$ cat config.mk
export PLATFORM = sky130hd
export DESIGN_NAME = opcode_injector
export DESIGN_NICKNAME = d
export VERILOG_FILES = /design/src/rtl/inj_pkg.sv /design/src/rtl/inj_trigger.sv /design/src/rtl/inj_square.sv /design/src/rtl/inj_seq.sv /design/src/rtl/inj_mux.sv /design/src/rtl/opcode_injector.sv
export SDC_FILE = /design/constraint.sdc
export NUM_CORES = 1
export LEC_CHECK = 0
export BUFFER_PORTS_ARGS = -buffer_cell sky130_fd_sc_hd__buf_2
export CAP_MARGIN = 25
export CELL_PAD_IN_SITES_DETAIL_PLACEMENT = 0
export CELL_PAD_IN_SITES_GLOBAL_PLACEMENT = 1
export CORE_MARGIN = 8
export CORE_UTILIZATION = 40
export DETAILED_ROUTE_END_ITERATION = 10
export MAX_ROUTING_LAYER = met4
export PLACE_DENSITY = 0.84
export REMOVE_ABC_BUFFERS = 1
export SLEW_MARGIN = 20
export SYNTH_ARGS = -nofsm -noshare
export SYNTH_HDL_FRONTEND = slang
export SYNTH_SLANG_ARGS = --single-unit
$ cat constraint.sdc
create_clock -name clk -period 3.21 [get_ports clk]
set_input_delay 0.4815 -clock clk [delete_from_list [all_inputs] [get_ports clk]]
set_output_delay 0.4815 -clock clk [all_outputs]
set_load 0.005 [all_outputs]
$ cat src/rtl/inj_pkg.sv
package inj_pkg;

  // Nibble position encoded in the two address bits above the program address.
  typedef enum logic [1:0] {
    POS_LEAD  = 2'b00,
    POS_TAIL  = 2'b01,
    POS_MID   = 2'b10,
    POS_SPARE = 2'b11
  } nib_pos_e;

endpackage

$ cat src/rtl/inj_trigger.sv
module inj_trigger #(
  parameter int NIB_W = 4
) (
  input  logic               trig_valid,
  input  logic [3*NIB_W-1:0] trig_op,
  input  logic               busy,
  output logic               fire,
  output logic [NIB_W-1:0]   operand
);

  logic [NIB_W-1:0] op_lead;
  logic [NIB_W-1:0] op_mid;
  logic [NIB_W-1:0] op_tail;
  logic             self_copy;

  always_comb begin
    op_lead   = trig_op[3*NIB_W-1 -: NIB_W];
    op_mid    = trig_op[2*NIB_W-1 -: NIB_W];
    op_tail   = trig_op[NIB_W-1:0];
    self_copy = (op_lead == '0) && (op_mid == op_tail);
    fire      = trig_valid && self_copy && !busy;
    operand   = op_tail;
  end

endmodule

$ cat src/rtl/inj_square.sv
module inj_square #(
  parameter int NIB_W = 4
) (
  input  logic [NIB_W-1:0]   operand,
  output logic [2*NIB_W-1:0] square
);

  localparam int RES_W = 2 * NIB_W;

  logic [RES_W-1:0] widened;
  logic [RES_W-1:0] partial [NIB_W];
  logic [RES_W-1:0] acc     [NIB_W+1];

  assign widened = {{NIB_W{1'b0}}, operand};
  assign acc[0]  = '0;

  // Shift-and-add multiplier, one row per operand bit.
  for (genvar i = 0; i < NIB_W; i++) begin : g_row
    assign partial[i] = operand[i] ? (widened << i) : '0;
    assign acc[i+1]   = acc[i] + partial[i];
  end

  assign square = acc[NIB_W];

endmodule

$ cat src/rtl/inj_seq.sv
module inj_seq
  import inj_pkg::*;
#(
  parameter int NIB_W = 4
) (
  input  logic               clk,
  input  logic               rst_n,
  input  logic               fire,
  input  logic [2*NIB_W-1:0] trig_pc,
  input  logic [2*NIB_W-1:0] square,
  input  logic               rd_strobe,
  input  logic [2*NIB_W+1:0] rd_addr,
  output logic               active,
  output logic [2*NIB_W-1:0] base,
  output logic [2*NIB_W-1:0] result
);

  localparam int PA_W = 2 * NIB_W;

  logic             active_nxt;
  logic [PA_W-1:0]  base_nxt;
  logic [PA_W-1:0]  result_nxt;
  logic             load_en;
  logic             end_hit;
  logic [PA_W-1:0]  jump_addr;
  nib_pos_e         rd_pos;

  always_comb begin
    rd_pos    = nib_pos_e'(rd_addr[PA_W+1:PA_W]);
    jump_addr = base + PA_W'(3);
    end_hit   = active && rd_strobe && (rd_pos == POS_TAIL)
                && (rd_addr[PA_W-1:0] == jump_addr);
    load_en   = fire;
  end

  always_comb begin
    active_nxt = active;
    base_nxt   = base;
    result_nxt = result;
    if (load_en) begin
      active_nxt = 1'b1;
      base_nxt   = trig_pc;
      result_nxt = square;
    end else if (end_hit) begin
      active_nxt = 1'b0;
    end
  end

  always_ff @(posedge clk or negedge rst_n) begin
    if (!rst_n) begin
      active <= 1'b0;
      base   <= '0;
      result <= '0;
    end else begin
      active <= active_nxt;
      if (load_en) begin
        base   <= base_nxt;
        result <= result_nxt;
      end
    end
  end

  assert_fire_starts_R2: assert property (@(posedge clk) disable iff (!rst_n)
    fire |=> (active && base == $past(trig_pc)));

  assert_busy_holds_R9: assert property (@(posedge clk) disable iff (!rst_n)
    (active && !end_hit) |=> (active && $stable(base) && $stable(result)));

  assert_jump_read_ends_R8: assert property (@(posedge clk) disable iff (!rst_n)
    end_hit |=> !active);

endmodule

$ cat src/rtl/inj_mux.sv
module inj_mux
  import inj_pkg::*;
#(
  parameter int NIB_W    = 4,
  parameter int MOVI_NIB = 1,
  parameter int JMP_NIB  = 12,
  parameter int REG_HI   = 14,
  parameter int REG_LO   = 15
) (
  input  logic               active,
  input  logic [2*NIB_W-1:0] base,
  input  logic [2*NIB_W-1:0] result,
  input  logic [2*NIB_W+1:0] rd_addr,
  input  logic [NIB_W-1:0]   mem_nibble,
  output logic [NIB_W-1:0]   out_nibble
);

  localparam int PA_W = 2 * NIB_W;
  localparam logic [NIB_W-1:0] MOVI_C = NIB_W'(MOVI_NIB);
  localparam logic [NIB_W-1:0] JMP_C  = NIB_W'(JMP_NIB);
  localparam logic [NIB_W-1:0] HI_C   = NIB_W'(REG_HI);
  localparam logic [NIB_W-1:0] LO_C   = NIB_W'(REG_LO);

  logic [PA_W-1:0]  offset;
  logic [PA_W-1:0]  target;
  logic [NIB_W-1:0] w_lead;
  logic [NIB_W-1:0] w_mid;
  logic [NIB_W-1:0] w_tail;
  logic             slot_hit;
  nib_pos_e         rd_pos;

  // Generated instruction for the addressed slot.
  always_comb begin
    offset   = rd_addr[PA_W-1:0] - base;
    target   = base + PA_W'(1);
    slot_hit = 1'b0;
    w_lead   = '0;
    w_mid    = '0;
    w_tail   = '0;
    if (active) begin
      case (offset)
        PA_W'(1): begin
          slot_hit = 1'b1;
          w_lead   = MOVI_C;
          w_mid    = result[PA_W-1 -: NIB_W];
          w_tail   = HI_C;
        end
        PA_W'(2): begin
          slot_hit = 1'b1;
          w_lead   = MOVI_C;
          w_mid    = result[NIB_W-1:0];
          w_tail   = LO_C;
        end
        PA_W'(3): begin
          slot_hit = 1'b1;
          w_lead   = JMP_C;
          w_mid    = target[PA_W-1 -: NIB_W];
          w_tail   = target[NIB_W-1:0];
        end
        default: slot_hit = 1'b0;
      endcase
    end
  end

  // Position select, falling back to memory contents.
  always_comb begin
    rd_pos     = nib_pos_e'(rd_addr[PA_W+1:PA_W]);
    out_nibble = mem_nibble;
    if (slot_hit) begin
      case (rd_pos)
        POS_LEAD:  out_nibble = w_lead;
        POS_MID:   out_nibble = w_mid;
        POS_TAIL:  out_nibble = w_tail;
        default:   out_nibble = mem_nibble;
      endcase
    end
  end

endmodule

$ cat src/rtl/opcode_injector.sv
module opcode_injector #(
  parameter int NIB_W    = 4,
  parameter int MOVI_NIB = 1,
  parameter int JMP_NIB  = 12,
  parameter int REG_HI   = 14,
  parameter int REG_LO   = 15
) (
  input  logic               clk,
  input  logic               rst_n,
  input  logic               trig_valid,
  input  logic [2*NIB_W-1:0] trig_pc,
  input  logic [3*NIB_W-1:0] trig_op,
  input  logic [2*NIB_W+1:0] rd_addr,
  input  logic               rd_strobe,
  input  logic [NIB_W-1:0]   mem_nibble,
  output logic [NIB_W-1:0]   out_nibble
);

  localparam int PA_W = 2 * NIB_W;

  logic             rst_meta_n;
  logic             rst_sync_n;
  logic             fire;
  logic [NIB_W-1:0] operand;
  logic [PA_W-1:0]  square;
  logic             active;
  logic [PA_W-1:0]  base;
  logic [PA_W-1:0]  result;

  // Asynchronous assert, synchronous release.
  always_ff @(posedge clk or negedge rst_n) begin
    if (!rst_n) begin
      rst_meta_n <= 1'b0;
      rst_sync_n <= 1'b0;
    end else begin
      rst_meta_n <= 1'b1;
      rst_sync_n <= rst_meta_n;
    end
  end

  inj_trigger #(.NIB_W(NIB_W)) u_trigger (
    .trig_valid (trig_valid),
    .trig_op    (trig_op),
    .busy       (active),
    .fire       (fire),
    .operand    (operand)
  );

  inj_square #(.NIB_W(NIB_W)) u_square (
    .operand (operand),
    .square  (square)
  );

  inj_seq #(.NIB_W(NIB_W)) u_seq (
    .clk       (clk),
    .rst_n     (rst_sync_n),
    .fire      (fire),
    .trig_pc   (trig_pc),
    .square    (square),
    .rd_strobe (rd_strobe),
    .rd_addr   (rd_addr),
    .active    (active),
    .base      (base),
    .result    (result)
  );

  inj_mux #(
    .NIB_W    (NIB_W),
    .MOVI_NIB (MOVI_NIB),
    .JMP_NIB  (JMP_NIB),
    .REG_HI   (REG_HI),
    .REG_LO   (REG_LO)
  ) u_mux (
    .active     (active),
    .base       (base),
    .result     (result),
    .rd_addr    (rd_addr),
    .mem_nibble (mem_nibble),
    .out_nibble (out_nibble)
  );

  assert_idle_passthrough_R1: assert property (@(posedge clk) disable iff (!rst_sync_n)
    !active |-> (out_nibble == mem_nibble));

  assert_spare_position_R7: assert property (@(posedge clk) disable iff (!rst_sync_n)
    (rd_addr[PA_W+1:PA_W] == 2'b11) |-> (out_nibble == mem_nibble));

  assert_square_capture_R3: assert property (@(posedge clk) disable iff (!rst_sync_n)
    fire |=> (result == PA_W'($past(trig_op[NIB_W-1:0]) * $past(trig_op[NIB_W-1:0]))));

endmodule

==> PnR_summary.wiki <==
{| class="wikitable"
! Metric !! Value
|-
| Global route overflow || 0
|-
| Final-report max-slew violation count || 0
|-
| Pwr Density || 386 nW/um^2
|-
| RSZ-0062 raised after global routing || yes
|-
| Setup TNS Final || 0 ps
|-
| Port Buffer Count || 41
|-
| Insertion delay to the later sink of the worst-skew pair || 250 ps
|-
| Number of primary I/O pins || 42
|-
| Routed via count || 1635
|-
| Type of the worst min-delay path || input port to async pin
|-
| Top cell type's share of synthesized area || 25.5%
|-
| Total track usage || 14.0%
|-
| Instance count of the mapped netlist || 208
|-
| Fraction of the cycle the final worst path needs || 97.4%
|-
| Width of the die || 82.4 um
|-
| Critical path's top delay family || compound AO/OA/AOI/OAI gates
|-
| Clock sink count || 18
|-
| Die Outline Area || 6790 um^2
|-
| Number of remaining DRC errors || 0
|-
| Placeable Area || 4290 um^2
|-
| Launching element type of the critical path || flip-flop
|-
| Number of global-route vias before repair || 1607
|-
| Area share of and/or/nand/nor cells after synthesis || 20.4%
|-
| Number of buffers added by the clock tree synthesis step || 3
|-
| Yosys warning total || 0
|-
| Critical path capture point type || output pin
|-
| Area growth from synthesis to layout || 24.9%
|-
| Max rail drop VDD || 0.193 mV
|-
| Delay of the slowest critical-path stage || 430 ps
|-
| Synthesized cell area || 1760 um^2
|-
| Final GP Congestion || 0.846
|-
| Hold bufs inserted after CTS || 0
|-
| 1st-pass router iterations || 4
|-
| Critical path class || flip-flop to output pin
|-
| Synth Area per Inst || 8.48 um^2
|-
| Number of flip-flops and latches in the synthesized netlist || 18
|-
| Final hold violation count || 0
|-
| Required time at the worst-slack endpoint || 2730 ps
|-
| Final core utilization || 51.3%
|-
| Post-route antenna net violation count || 0
|-
| Multiplexer share of the synthesized area || 5.04%
|-
| Pleak || 1.03 nW
|-
| Number of fillers in the final layout || 437
|-
| Async set-or-reset flop fraction in the synthesized netlist || 100%
|-
| Wire length of the first global-routing pass || 7360 um
|-
| CTS max path bufs || 2
|-
| Chip height || 82.4 um
|-
| Transition time of the tightest slew-check pin || 642 ps
|-
| Clock root buffer master || clkbuf_8
|-
| Fraction of layout cells with a size suffix above 1 || 31.9%
|-
| Status || finished, final reports clean
|-
| Synthesized-area fraction occupied by adder cells || 11.5%
|-
| Most area-hungry cell type in the Yosys netlist || dfrtp_1
|-
| Largest cells by area after synthesis || dfrtp_1 (26%), ha_1 (9.2%), xnor2_1 (7.4%), xor2_1 (5.0%), o21ai_0 (4.3%)
|-
| Most frequently used flop master after synthesis || dfrtp_1
|-
| Max-slew headroom || 56.9%
|-
| Crit-path slowest cell || nor4_4
|-
| DR WL/cell || 14.5 um
|-
| Arrival time worst endpoint || 2650 ps
|-
| Worst hold slack || 8.49 ps
|-
| Largest net degree at the start of global routing || 17
|-
| Number of core rows || 24
|-
| Sum of net half-perimeters after detailed placement || 3630 um
|-
| Final critical-path required period || 3130 ps
|-
| Area share of xor/xnor cells in the synthesized design || 12.4%
|-
| Max Freq || 0.320 GHz
|-
| Setup Skew || 1.25 ps
|-
| Synthesized-area fraction occupied by ao, oa, aoi and oai cells || 19.3%
|-
| Clock slew at reported path FFs || 60 ps
|-
| Number of flops mapped to enable cells by yosys || 0
|-
| Number of setup violations in the final report || 0
|-
| Maximum level of the CTS H-tree || 1
|-
| Fraction of the yosys area taken by sequential cells || 25.5%
|-
| Wire length reported by the detailed router || 4490 um
|-
| Layout net count || 312
|-
| Max Cap Viol || 0
|-
| Antenna violations before repair || 0
|-
| Largest driver fanout on the critical path || 4
|-
| Main combinational cell family by area after synthesis || simple AND/OR/NAND/NOR gates
|-
| CTS tree || built
|-
| Vias per cell || 5.29
|-
| Post-synthesis cell type count || 49
|-
| Number of DRC markers after the initial detailed-route iteration || 109
|-
| Crit-path cells || inv_2 -> ha_4 -> a211o_1 -> o32a_1 -> xor2_1 -> nor4_4 -> mux2_4 -> buf_2
|-
| Initial Utilization || 41.1%
|-
| # diodes || 0
|-
| CP Buf/Inv Count || 2
|}
## flip-flops by register name, summed over array words and instances, names as in the netlist
name,flops
u_seq.base,8
u_seq.result,7
rst_meta_n,1
rst_sync_n,1
u_seq.active,1
## per-stage QoR
step                power (mW)  instances  cell area (um^2)  setup WS (ps)
global placement         0.662        301              2060           98.1
detailed placement       0.667        301              2060           28.6
global route             0.914        309              2200          -39.3
finish                   0.850        309              2200           82.9
floorplan                0.548        201              1740            359
CTS                      0.819        304              2100           10.3
## worst reg2reg max path, cell delays in order (launching register included)
cell,delay [ps]
dfrtp_1,460
nor4_1,300
nand3b_1,160
nor4_4,640
mux2_2,410
## layout make-up
class                      instances  area [um^2]  area share, %
multi-input combinational        164         1280           58.0
sequential                        18          452           20.5
timing repair buffer              53          295           13.4
inverter                          19         71.3           3.24
tap                               52         65.1           2.95
clock buffer                       3         41.3           1.87
## cell usage in the layout (no fill, tap or decap), drive strengths merged, types with 2 or more instances in the layout
cell	n
nor2	8
xor2	10
a21oi	12
and3	2
a21o	2
nor3	4
mux2	7
fa	2
nor3b	2
o21a	3
nor4	5
nand3b	3
nor2b	5
nand2b	2
nand3	7
o21ai	17
xnor2	15
buf	53
ha	13
clkbuf	3
a22oi	2
a22o	3
dfrtp	18
inv	19
and2	5
or2	2
nand2	15
o32ai	2
o2111ai	2
nand4	2
## timing repair
action,CTS,global route
endpoints found under the hold margin,0,0
pin swaps,1,3
endpoints found under the setup margin,2,4
resized for setup,1,16
buffers inserted,0,5
## path summary, 6_finish.rpt
kind                                from               to  slack [ps]  cells after the start
min reg2reg                   rst_sync_n  u_seq.result[2]         260                      0
max reg2reg                 u_seq.active  u_seq.result[0]        1130                      4
max in group asynchronous     rst_sync_n    u_seq.base[1]        2510                      0
max                        u_seq.base[6]    out_nibble[3]          80                      8
min in group clk              rst_meta_n       rst_sync_n         360                      0
min                                rst_n       rst_meta_n           8                      1
## kinds of logic after synthesis
group | Yosys count
compound gates | 52
xor+xnor | 25
fa+ha+maj | 15
buf+inv | 26
flops | 18
mux | 8
other cells | 1
simple gates | 63
## report_power, final
part,leakage [nW],internal [mW],switching [mW]
clock network,0.0216,0.0831,0.0694
logic,0.808,0.203,0.225
registers,0.203,0.248,0.0210
total,1.03,0.534,0.316
## cell usage after synthesis (2+ instances only)
library cell and count:
inv_1 18, nand2b_1 2, ha_1 13, a22o_1 3, buf_2 2, xnor2_1 15, dfrtp_1 18, o32ai_1 2
nor3_1 4, nor4_4 2, nand2_1 15, nand4_1 2, o2111ai_1 2, a21oi_1 11, nand3_1 7, nor2b_1 5
a21o_1 2, and2_1 5, fa_1 2, o21ai_1 2, mux2_2 4, a22oi_1 2, o21a_1 2, o21ai_0 15
mux2_1 3, nor4_1 3, clkbuf_1 5, and3_1 2, nor2_1 8, nor3b_1 2, xor2_1 10, nand3b_1 3
## layer usage
layer / GRT usage, % / vias to the layer above / wire [um]
met4: 4.74 / 0 / 65
met1: 19.4 / 751 / 2220
met5: - / - / 0
met2: 21.1 / 51 / 1970
li1: - / 829 / -
met3: 0.866 / 4 / 241
Power figures use the tool's default switching activity.
